## src/rtl/ssp_gate_pkg.sv

```systemverilog
package ssp_gate_pkg;

   typedef enum logic [1:0] {
      PRV_USER     = 2'b00,
      PRV_SUPER    = 2'b01,
      PRV_RESERVED = 2'b10,
      PRV_MACHINE  = 2'b11
   } ssp_priv_e;

   typedef enum logic [1:0] {
      VERD_ALLOW   = 2'b00,
      VERD_ILLEGAL = 2'b01,
      VERD_VIRTUAL = 2'b10
   } ssp_verdict_e;

endpackage

```

## src/rtl/ssp_access_rules.sv

```systemverilog
module ssp_access_rules
   import ssp_gate_pkg::*;
#(
   parameter bit HAS_HYP = 1'b1
) (
   input  logic [1:0]   priv,
   input  logic         virt,
   input  logic         m_en,
   input  logic         s_en,
   input  logic         h_en,
   output ssp_verdict_e verdict
);

   logic virt_eff;

   generate
      if (HAS_HYP) begin : g_hyp
         assign virt_eff = virt;
      end else begin : g_nohyp
         logic unused_virt;
         assign unused_virt = virt;
         assign virt_eff    = 1'b0;
      end
   endgenerate

   logic in_m, in_res, in_u, in_s, below_m;
   assign in_m    = (priv == PRV_MACHINE);
   assign in_res  = (priv == PRV_RESERVED);
   assign in_u    = (priv == PRV_USER);
   assign in_s    = (priv == PRV_SUPER);
   assign below_m = in_u | in_s;

   // Ordered chain: first matching rule wins.
   always_comb begin
      verdict = VERD_ALLOW;
      if (in_res)
         verdict = VERD_ILLEGAL;
      else if (below_m && !m_en)
         verdict = VERD_ILLEGAL;
      else if (in_u && !virt_eff && !s_en)
         verdict = VERD_ILLEGAL;
      else if (in_s && virt_eff && !h_en)
         verdict = VERD_VIRTUAL;
      else if (in_u && virt_eff && (!h_en || !s_en))
         verdict = VERD_VIRTUAL;
      else if (in_m)
         verdict = VERD_ALLOW;
   end

endmodule

```

## src/rtl/ssp_ptr_reg.sv

```systemverilog
module ssp_ptr_reg #(
   parameter int XLEN = 64
) (
   input  logic            clk,
   input  logic            rst_n,
   input  logic            wr_en,
   input  logic [XLEN-1:0] wdata,
   output logic [XLEN-1:0] q
);

   always_ff @(posedge clk or negedge rst_n) begin
      if (!rst_n)     q <= '0;
      else if (wr_en) q <= wdata;
   end

endmodule

```

## src/rtl/ssp_csr_gate.sv

```systemverilog
module ssp_csr_gate
   import ssp_gate_pkg::*;
#(
   parameter int XLEN    = 64,
   parameter bit HAS_HYP = 1'b1
) (
   input  logic            clk,
   input  logic            rst_n,
   input  logic [1:0]      priv_i,
   input  logic            virt_i,
   input  logic            menv_sse_i,
   input  logic            senv_sse_i,
   input  logic            henv_sse_i,
   input  logic            req_valid_i,
   input  logic            req_write_i,
   input  logic [XLEN-1:0] req_wdata_i,
   output logic            rsp_valid_o,
   output logic [1:0]      rsp_verdict_o,
   output logic [XLEN-1:0] rsp_rdata_o
);

   localparam logic [XLEN-1:0] ZERO_WORD = '0;

   initial begin
      assert (XLEN == 32 || XLEN == 64)
         else $error("ssp_csr_gate: XLEN must be 32 or 64");
   end

   ssp_verdict_e    verdict_c;
   logic            allow_c;
   logic            wr_en;
   logic [XLEN-1:0] ptr_q;

   ssp_access_rules #(.HAS_HYP(HAS_HYP)) u_rules (
      .priv    (priv_i),
      .virt    (virt_i),
      .m_en    (menv_sse_i),
      .s_en    (senv_sse_i),
      .h_en    (henv_sse_i),
      .verdict (verdict_c)
   );

   assign allow_c = (verdict_c == VERD_ALLOW);
   assign wr_en   = req_valid_i & req_write_i & allow_c;

   ssp_ptr_reg #(.XLEN(XLEN)) u_ptr (
      .clk   (clk),
      .rst_n (rst_n),
      .wr_en (wr_en),
      .wdata (req_wdata_i),
      .q     (ptr_q)
   );

   always_ff @(posedge clk or negedge rst_n) begin
      if (!rst_n) begin
         rsp_valid_o   <= 1'b0;
         rsp_verdict_o <= VERD_ALLOW;
         rsp_rdata_o   <= ZERO_WORD;
      end else begin
         rsp_valid_o <= req_valid_i;
         if (req_valid_i) begin
            rsp_verdict_o <= verdict_c;
            rsp_rdata_o   <= allow_c ? ptr_q : ZERO_WORD;
         end
      end
   end

   // Assertions
   assert_rsp_after_req_R8: assert property (@(posedge clk) disable iff (!rst_n)
      req_valid_i |=> rsp_valid_o);
   assert_no_spurious_rsp_R8: assert property (@(posedge clk) disable iff (!rst_n)
      !req_valid_i |=> !rsp_valid_o);
   assert_machine_allowed_R2: assert property (@(posedge clk) disable iff (!rst_n)
      (req_valid_i && priv_i == PRV_MACHINE) |=> (rsp_verdict_o == VERD_ALLOW));
   assert_reserved_illegal_R12: assert property (@(posedge clk) disable iff (!rst_n)
      (req_valid_i && priv_i == PRV_RESERVED) |=> (rsp_verdict_o == VERD_ILLEGAL));
   assert_no_menv_illegal_R3: assert property (@(posedge clk) disable iff (!rst_n)
      (req_valid_i && (priv_i == PRV_USER || priv_i == PRV_SUPER) && !menv_sse_i)
      |=> (rsp_verdict_o == VERD_ILLEGAL));
   assert_fault_keeps_ptr_R10: assert property (@(posedge clk) disable iff (!rst_n)
      (req_valid_i && !allow_c) |=> $stable(ptr_q));
   assert_fault_zero_data_R10: assert property (@(posedge clk) disable iff (!rst_n)
      (rsp_valid_o && rsp_verdict_o != VERD_ALLOW) |-> (rsp_rdata_o == ZERO_WORD));

   generate
      if (HAS_HYP) begin : g_hyp_chk
         assert_guest_super_virtual_R5: assert property (@(posedge clk) disable iff (!rst_n)
            (req_valid_i && priv_i == PRV_SUPER && virt_i && menv_sse_i && !henv_sse_i)
            |=> (rsp_verdict_o == VERD_VIRTUAL));
      end
   endgenerate

endmodule

```

## config.mk

```make
export PLATFORM = sky130hd
export DESIGN_NAME = ssp_csr_gate
export DESIGN_NICKNAME = d
export VERILOG_FILES = /design/src/rtl/ssp_gate_pkg.sv /design/src/rtl/ssp_access_rules.sv /design/src/rtl/ssp_ptr_reg.sv /design/src/rtl/ssp_csr_gate.sv
export SDC_FILE = /design/constraint.sdc
export NUM_CORES = 1
export LEC_CHECK = 0
export BUFFER_PORTS_ARGS = -buffer_cell sky130_fd_sc_hd__clkbuf_2
export CAP_MARGIN = 10
export CORE_MARGIN = 8
export CORE_UTILIZATION = 45
export CTS_BUF_LIST = sky130_fd_sc_hd__clkbuf_4 sky130_fd_sc_hd__clkbuf_8 sky130_fd_sc_hd__clkbuf_16
export DETAILED_ROUTE_END_ITERATION = 8
export PLACE_DENSITY = 0.79
export SLEW_MARGIN = 20
export SYNTH_ARGS = -nofsm -noshare
export SYNTH_HDL_FRONTEND = slang
export SYNTH_SLANG_ARGS = --single-unit
export TNS_END_PERCENT = 10
```

## constraint.sdc

```tcl
create_clock -name clk -period 1.3 [get_ports clk]
set_input_delay 0.195 -clock clk [delete_from_list [all_inputs] [get_ports clk]]
set_output_delay 0.195 -clock clk [all_outputs]
set_load 0.02 [all_outputs]
```

==> results of run 1 <==
[how the worst max path moves through the flow]
stage / endpoint / slack, ns / depth (start not counted)
2_1_floorplan: u_ptr.q[43] / -0.10 / 5
3_3_place_gp: u_ptr.q[29] / -0.29 / 6
3_5_place_dp: u_ptr.q[37] / -0.32 / 6
4_1_cts: rsp_rdata_o[21] / 0.11 / 1
5_1_grt: u_ptr.q[37] / 0.02 / 6
6_report: u_ptr.q[37] / 0.10 / 6
[power groups by stage]
| stage | Combinational [W] | Clock (W) | Sequential (W) |
|---|---|---|---|
| 5_1_grt | 0.00232 | 0.00465 | 0.00534 |
| 2_1_floorplan | 0.000996 | 0 | 0.00558 |
| 4_1_cts | 0.00215 | 0.00447 | 0.00526 |
| 6_report | 0.00211 | 0.00438 | 0.00525 |
| 3_3_place_gp | 0.00205 | 0 | 0.00526 |
| 3_5_place_dp | 0.00213 | 0 | 0.00532 |
[through the flow]
step                area (um2)  util (%)  cells  hold slack, ns
finish                    6720      59.6    738          0.0169
global route              6720      59.6    738         0.00628
CTS                       6720      59.6    738       0.0000259
detailed placement        6140      54.5    705           0.126
global placement          6140      54.5    705           0.114
floorplan                 5190         -    431          -0.101
[state kept, by name, indices dropped and copies added (netlist names)]
register / count
u_ptr.q: 64
rsp_valid_o: 1
rsp_verdict_o: 2
rsp_rdata_o: 64
[final cells by class]
class | instances | area, um2 | share of cell area, %
inverters | 66 | 248 | 3.69
clock inverters | 4 | 22.5 | 0.335
flip-flops and latches | 131 | 3280 | 48.8
multi-input cells | 206 | 1500 | 22.2
well taps | 143 | 179 | 2.66
clock buffers | 26 | 531 | 7.89
repair buffers | 162 | 970 | 14.4
[per-layer routing]
layer  part of all wire, %  vias to the layer above
met4                   2.1                        2
met1                    41                     1780
met3                   7.4                       19
met2                    49                      107
li1                      -                     1736
met5                  0.11                        -
[synthesized netlist by cell type (all sizes together)]
master | n | share of area (%)
dfrtp | 131 | 64
o21ai | 2 | 0.19
a21oi | 2 | 0.19
or2 | 1 | 0.12
nand4 | 1 | 0.12
nand2b | 1 | 0.12
nor2b | 1 | 0.12
mux2 | 64 | 14
o21a | 1 | 0.15
buf | 14 | 2.1
nand2 | 65 | 4.8
clkbuf | 14 | 1.0
nor3 | 1 | 0.32
o22ai | 64 | 7.8
o221ai | 1 | 0.17
inv | 66 | 4.8
nor2 | 2 | 0.15
[cells by family after synthesis]
family                 after synthesis  share of synthesized area [%]
DFF                                131                           63.8
buffers and inverters               94                           7.94
and+or+nand+nor                     72                           5.70
AOI/OAI and AO/OA                   70                           8.50
muxes                               64                           14.0
[cells in the final DEF, fill, tap and decap left out, types with 3 or more instances in the layout]
| cell type | netlist | final |
|---|---|---|
| buf_12 | 0 | 7 |
| buf_4 | 0 | 13 |
| clkbuf_16 | 0 | 17 |
| clkbuf_2 | 0 | 138 |
| clkbuf_4 | 0 | 3 |
| clkbuf_8 | 0 | 6 |
| clkinv_2 | 0 | 3 |
| dfrtp_1 | 131 | 131 |
| dlygate4sd3_1 | 0 | 3 |
| inv_1 | 66 | 66 |
| mux2_2 | 60 | 52 |
| mux2_4 | 0 | 10 |
| nand2_1 | 65 | 64 |
| o22ai_1 | 64 | 64 |
[what timing repair did]
action	4_1_cts	5_1_grt
buffers inserted	0	0
hold buffers	3	0
endpoints found under the hold margin	34	0
==> flow_summary.toml, run 1 <==
[pwr]
clkPwrFrac_pct = 37.3
switching_share_pct = 26.9
internal_power_w = 0.00858
leakagePower_nw = 3.31
p_switching_w = 0.00316
peakVddDrop_mv = 0.988
totalPowerFinal_w = 0.0117
p_seq_share_pct = 44.7
p_per_area_nw_per_um2 = 1750
pwr-share-comb_pct = 17.9

[setup_path]
critPathLaunchType = "input port"
critPathCaptureType = "register"
r2r_setup_slack_ns = 0.52
arrival_ns = 1.48
critPathBufInv = 3
slowest_stage = "mux2_2"
worstPathCellList = "clkbuf_2 > inv_1 > a21oi_1 > nor3_4 > buf_4 > mux2_2"
worstPathRequired_ns = 1.59
r2r-end = "u_ptr.q[3]"
worstPathMaxFanout = 23
slowest_delay_ns = 0.39
rr_worst_depth = 1
path_delay_family = "buffers and inverters"
r2r_start = "u_ptr.q[3]"
worstSetupStartpoint = "priv_i[1]"
crit_type = "input port to register"

[sta]
finalCritPeriodShare_pct = 92.1
setup_ws_ns = 0.102
tightest_slew_ns = 0.473
rsz0062_at_grt = "false"
period_needed_ns = 1.20
slew_viol_final = 0
max_slew_margin_pct = 68.4
setup_viol = 0
finalSetupTns_ns = 0
hold_viol_final = 0
fin_worst_skew_ns = 0.00495
fmax_ghz = 0.835

[floorplan]
die_x_um = 123
start_util_pct = 45.6
rows = 39
io-pin-count = 141
fp.dieH_um = 123
coreArea_um2 = 11300
die_area_um2 = 15100

[grt]
grt-busiest-layer = "met2"
use_met1_pct = 20.2
grt_max_degree = 51
use_met3_pct = 5.98
globalRouteOverflowTotal = 0
grt_use_total_pct = 16.7
grt_first_pass_wirelength_mm = 19.5
met2_usage_pct = 26.5
antenna_found_initial = 1
grt_pass1_vias = 3938

[routing]
ant_nets = 0
drt-pass1-iter-count = 4
viasPerCell = 4.94
wl_mm = 12.1
num_vias = 3644
drt_iter0_markers = 279
wl_per_cell_um = 16.4
drc = 0

[cts]
insertion_delay_ns = 0.40
root_buffer = "clkbuf_16"
cts_buffer_depth = 2
cts_max_level = 4
cts_sinks = 131
cts_tree = "yes"
numCtsBuffers = 17
clkTransAtPathRegs_ns = 0.05
cts_resized = 0

[finish]
num_antenna_cells = 0
drive_above_1_share_pct = 42.7
nFillCells = 917
area_growth_pct = 30.9
nets = 658

[synth]
avgSynthCellArea_um2 = 11.9
synthCells = 431
synth_area_um2 = 5140
syn-num-nets = 505
yosysWarnings = 0
synth-seq-area-share_pct = 63.8
ys_seq_elements = 131
synth_cell_types = 19

[min_path]
worstHoldEndpoint = "u_ptr.q[45]"
whs_path_depth = 2
hp-start = "req_wdata_i[45]"
hold_class = "input port to register"

[flow_run]
drv_cap = 0

[placed_design]
io_buffers = 140
hpwl_mm = 8.62
place.gp.congestion = 0.786
pre_cts_slack_ns = -0.315

[run_status]
status = "finished, final reports clean"
(Power assumes the default switching activity.)
==> run 2: changes to the inputs <==
PLACE_DENSITY = 0.7   (was 0.79)
==> run 2 against run 1 <==
Compared with the run above:
- die area did not move
- register-to-register slack about the same
- clock power grew 13%
- sequential power is essentially flat
- largest power group unchanged
- first-iteration DRC count down 3.6%
- critical endpoint is now rsp_rdata_o[19]
- power grew 4.8%
- fmax increased by 1.4%
- wire length decreased by 0.26%
- sequential share of layout area shrank 1.2 points
==> flow_summary.toml, run 2 (synthesized netlist as in run 1, its figures left out) <==
[floorplan]
start_util_pct = 45.6
die_area_um2 = 15100
io-pin-count = 141
coreArea_um2 = 11300
die_x_um = 123
rows = 39
fp.dieH_um = 123

[sta]
period_needed_ns = 1.18
hold_viol_final = 0
finalSetupTns_ns = 0
setup_ws_ns = 0.119
setup_viol = 0
fmax_ghz = 0.847
max_slew_margin_pct = 70.6
tightest_slew_ns = 0.441
worst_hold_slack_ns = 0.0163
rsz0062_at_grt = "false"
slew_viol_final = 0
fin_worst_skew_ns = 0.00394
finalCritPeriodShare_pct = 90.9

[routing]
wl_per_cell_um = 16.1
viasPerCell = 4.97
drt_iter0_markers = 269
drt-pass1-iter-count = 4
wl_mm = 12.1
ant_nets = 0
num_vias = 3720
drc = 0

[grt]
grt_first_pass_wirelength_mm = 20.0
grt_max_degree = 64
antenna_found_initial = 0
globalRouteOverflowTotal = 0
grt_pass1_vias = 3971
grt_use_total_pct = 17.1

[pwr]
leakagePower_nw = 3.38
p_per_area_nw_per_um2 = 1790
peakVddDrop_mv = 0.938
totalPowerFinal_w = 0.0123

[finish]
num_antenna_cells = 0
final_cell_mix = "clkbuf_2, dfrtp_1, inv_1, nand2_1, o22ai_1"
nFillCells = 912
nets = 667
multi_input_area_um2 = 1500
finalInstanceArea_um2 = 6890
largest_registers = "rsp_rdata_o: 64 flops, u_ptr.q: 64 flops, rsp_verdict_o: 2 flops"
register_area_um2 = 3280
drive_above_1_share_pct = 41.5
mostFrequentLayoutCell = "clkbuf_2"
area_growth_pct = 34.1

[placed_design]
place.gp.congestion = 0.763
pre_cts_slack_ns = -0.223
hpwl_mm = 8.28
io_buffers = 140
placed_area_um2 = 6110

[setup_path]
crit_type = "register to primary output"
r2r_start = "u_ptr.q[48]"
r2r_setup_slack_ns = 0.52
critical_path.endpoint = "rsp_rdata_o[19]"
worstPathCellList = "clkbuf_2"
cp.depth = 1
slowest_delay_ns = 0.40
r2r-end = "u_ptr.q[48]"
worstPathRequired_ns = 1.11
worstSetupStartpoint = "rsp_rdata_o[19]"
critPathBufInv = 1
slowest_stage = "dfrtp_1"
rr_worst_depth = 1
worstPathMaxFanout = 2
critPathLaunchType = "register"
path_delay_family = "flip-flops"
arrival_ns = 0.99
critPathCaptureType = "primary output"

[cts]
cts_max_level = 4
cts_buffer_depth = 2
root_buffer = "clkbuf_16"
numCtsBuffers = 17
cts_resized = 0
clkTransAtPathRegs_ns = 0.05
cts_sinks = 131
cts_tree = "yes"
insertion_delay_ns = 0.41

[min_path]
hold_class = "input port to register"

[run_status]
status = "finished, final reports clean"

[flow_run]
drv_cap = 0
run 2: worst min-delay path by stage:
stage / start / endpoint / slack, ns / cells after the start
5_1_grt: req_wdata_i[32] / u_ptr.q[32] / 0.004 / 2
3_5_place_dp: rst_n / rsp_rdata_o[7] / 0.12 / 1
3_3_place_gp: rst_n / rsp_rdata_o[7] / 0.12 / 1
6_report: req_wdata_i[34] / u_ptr.q[34] / 0.02 / 2
4_1_cts: req_wdata_i[20] / u_ptr.q[20] / 0.0006 / 2
2_1_floorplan: rst_n / rsp_rdata_o[0] / -0.10 / 0
run 2: routing by layer:
layer  part of all wire, %  global-route usage [%]  up-vias
met5                     0                       0        -
met1                    42                    20.8     1847
met3                   7.3                    6.49       18
met2                    49                    26.8       97
li1                      -                       -     1758
met4                   1.8                    7.62        0
run 2: stage by stage:
step,std cells,utilization (%)
3_5_place_dp,701,54.2
4_1_cts,748,61.1
5_1_grt,748,61.1
3_3_place_gp,701,54.2
2_1_floorplan,431,-
6_report,748,61.1
run 2: cell type report:
type                    instances  share of cell area [%]
inverters                      66                    3.60
multi-input cells             206                    21.7
clock buffers                  27                    7.63
clock inverters                 4                    1.38
repair buffers                171                    15.5
flip-flops and latches        131                    47.6
well taps                     143                    2.60
run 2: where the power goes:
part,leakage (nW),internal (W),total (W),switching (W)
Sequential,1.64,0.00484,0.00525,0.000417
Combinational,1.42,0.000980,0.00210,0.00112
Clock,0.312,0.00333,0.00494,0.00161
run 2: what timing repair did:
item,4_1_cts,5_1_grt
hold buffers,16,0
buffers inserted,0,0
hold endpoints to repair,36,0
==> run 3: changes to the inputs <==
CORE_ASPECT_RATIO = 2   (was unset)
SETUP_SLACK_MARGIN = 0.05   (was unset)
==> run 3 against run 2 <==
Compared with the run above:
- wire length rose by 1.6%
- utilization fell by 1.9 points
- fmax fell by 0.18%
- worst setup slack got worse by 0.0021 ns
- die area rose by 1.4%
- cell area fell by 3.6%
- combinational power barely moved
- global-route usage fell by 0.29 points
- sequential cell count did not move
- first-iteration DRC count fell by 54%
- critical path type unchanged
- critical endpoint is now rsp_rdata_o[27]
- largest cell class unchanged
==> flow_summary.toml, run 3 (synthesized netlist as in run 1, its figures left out) <==
[routing]
drt-pass1-iter-count = 4
wl_mm = 12.2
drc = 0
viasPerCell = 4.96
drt_iter0_markers = 123
ant_nets = 0
wl_per_cell_um = 16.8
num_vias = 3612

[placed_design]
hpwl_mm = 8.69
io_buffers = 140
place.gp.congestion = 0.762
placed_area_um2 = 6090

[finish]
area_growth_pct = 29.2
nets = 650
mostFrequentLayoutCell = "clkbuf_2"
nFillCells = 955
multi_input_area_um2 = 1500
final_cell_mix = "clkbuf_2, dfrtp_1, inv_1, nand2_1, o22ai_1"
largest_registers = "rsp_rdata_o: 64 flops, u_ptr.q: 64 flops, rsp_verdict_o: 2 flops"
register_area_um2 = 3280
drive_above_1_share_pct = 42.0
finalInstanceArea_um2 = 6640
num_antenna_cells = 0

[setup_path]
path_delay_family = "flip-flops"
critPathLaunchType = "register"
worstPathRequired_ns = 1.11
worstPathCellList = "clkbuf_2"
r2r_setup_slack_ns = 0.52
r2r_start = "u_ptr.q[8]"
slowest_stage = "dfrtp_1"
crit_type = "register to primary output"
slowest_delay_ns = 0.38
arrival_ns = 0.99
worstPathMaxFanout = 2
r2r-end = "u_ptr.q[8]"
rr_worst_depth = 1
critPathCaptureType = "primary output"
critPathBufInv = 1

[sta]
tightest_slew_ns = 0.413
finalCritPeriodShare_pct = 91.0
fin_worst_skew_ns = 0.00646
fmax_ghz = 0.845
setup_viol = 0
slew_viol_final = 0
rsz0062_at_grt = "false"
hold_viol_final = 0
finalSetupTns_ns = 0
max_slew_margin_pct = 72.5
period_needed_ns = 1.18

[min_path]
hp-start = "req_wdata_i[59]"
worstHoldEndpoint = "u_ptr.q[59]"
whs_path_depth = 2
hold_class = "input port to register"

[floorplan]
start_util_pct = 45.8
fp.dieH_um = 167
die_area_um2 = 15300
coreArea_um2 = 11200
rows = 55
die_x_um = 91.5
io-pin-count = 141

[flow_run]
drv_cap = 0

[cts]
numCtsBuffers = 17
cts_max_level = 4
insertion_delay_ns = 0.41
clkTransAtPathRegs_ns = 0.06
cts_tree = "yes"
cts_buffer_depth = 2
cts_sinks = 131
root_buffer = "clkbuf_16"

[pwr]
leakagePower_nw = 3.25
peakVddDrop_mv = 0.997
p_per_area_nw_per_um2 = 1750

[grt]
grt_first_pass_wirelength_mm = 20.1
grt_max_degree = 85
antenna_found_initial = 0
grt_pass1_vias = 4063
globalRouteOverflowTotal = 0
grt_use_total_pct = 16.8

[run_status]
status = "finished, final reports clean"
==> run 3: cell count changes in the layout (fill, tap and decap cells not counted) <==
cell	previous run	this run
buf_4	10	7
bufinv_16	3	1
clkbuf_4	6	0
clkbuf_8	4	1
clkinv_2	1	6
clkinv_4	0	1
clkinvlp_4	0	3
dlygate4sd3_1	16	2
mux2_2	52	51
mux2_4	10	11
==> run 3: layer usage <==
metal	vias up	routed length [um]	track usage, %
met1	1764	4680	17.8
met4	0	419	9.48
li1	1717	-	-
met2	103	6460	28.5
met3	28	688	5.58
met5	-	0	0
==> run 3: report_power, final <==
| group | total [W] | switching [W] | internal, W |
|---|---|---|---|
| Combinational | 0.00209 | 0.00114 | 0.000951 |
| Sequential | 0.00525 | 0.000411 | 0.00484 |
| Clock | 0.00430 | 0.00168 | 0.00262 |
==> run 3: worst max path at each step <==
| stage | startpoint | endpoint | slack [ns] | depth (start not counted) |
|---|---|---|---|---|
| detailed placement | priv_i[1] | u_ptr.q[29] | -0.28 | 6 |
| finish | rsp_rdata_o[27] | rsp_rdata_o[27] | 0.12 | 1 |
| global placement | priv_i[1] | u_ptr.q[36] | -0.22 | 6 |
| CTS | rsp_rdata_o[10] | rsp_rdata_o[10] | 0.1 | 1 |
| floorplan | req_valid_i | u_ptr.q[43] | -0.10 | 5 |
| global route | priv_i[1] | u_ptr.q[32] | 0.09 | 6 |
==> run 3: metrics by stage <==
step,worst slack (ns),utilization [%],std cells,power [W],hold slack [ns]
finish,0.117,59.2,728,0.0116,0.0176
global route,0.0862,59.2,728,0.0122,0.00747
detailed placement,-0.277,54.3,697,0.00744,0.0279
global placement,-0.217,54.3,697,0.00731,0.0252
floorplan,-0.105,-,431,0.00658,-0.101
CTS,0.0954,59.2,728,0.0117,0.0000774
==> run 3: area by class of cell <==
type                            instances  area share, %
Sequential cell                       131           49.4
Multi-Input combinational cell        206           22.6
Timing Repair Buffer                  154           13.6
Clock buffer                           18           6.62
Inverter                               66           3.73
Tap cell                              142           2.68
Clock inverter                         11           1.38
==> run 3: timing repair <==
action | 4_1_cts | 5_1_grt
hold endpoints to repair | 132 | 0
endpoints found under the setup margin | 0 | 0
setup buffers | 0 | 0
resized for setup | 0 | 0
hold buffers | 2 | 0
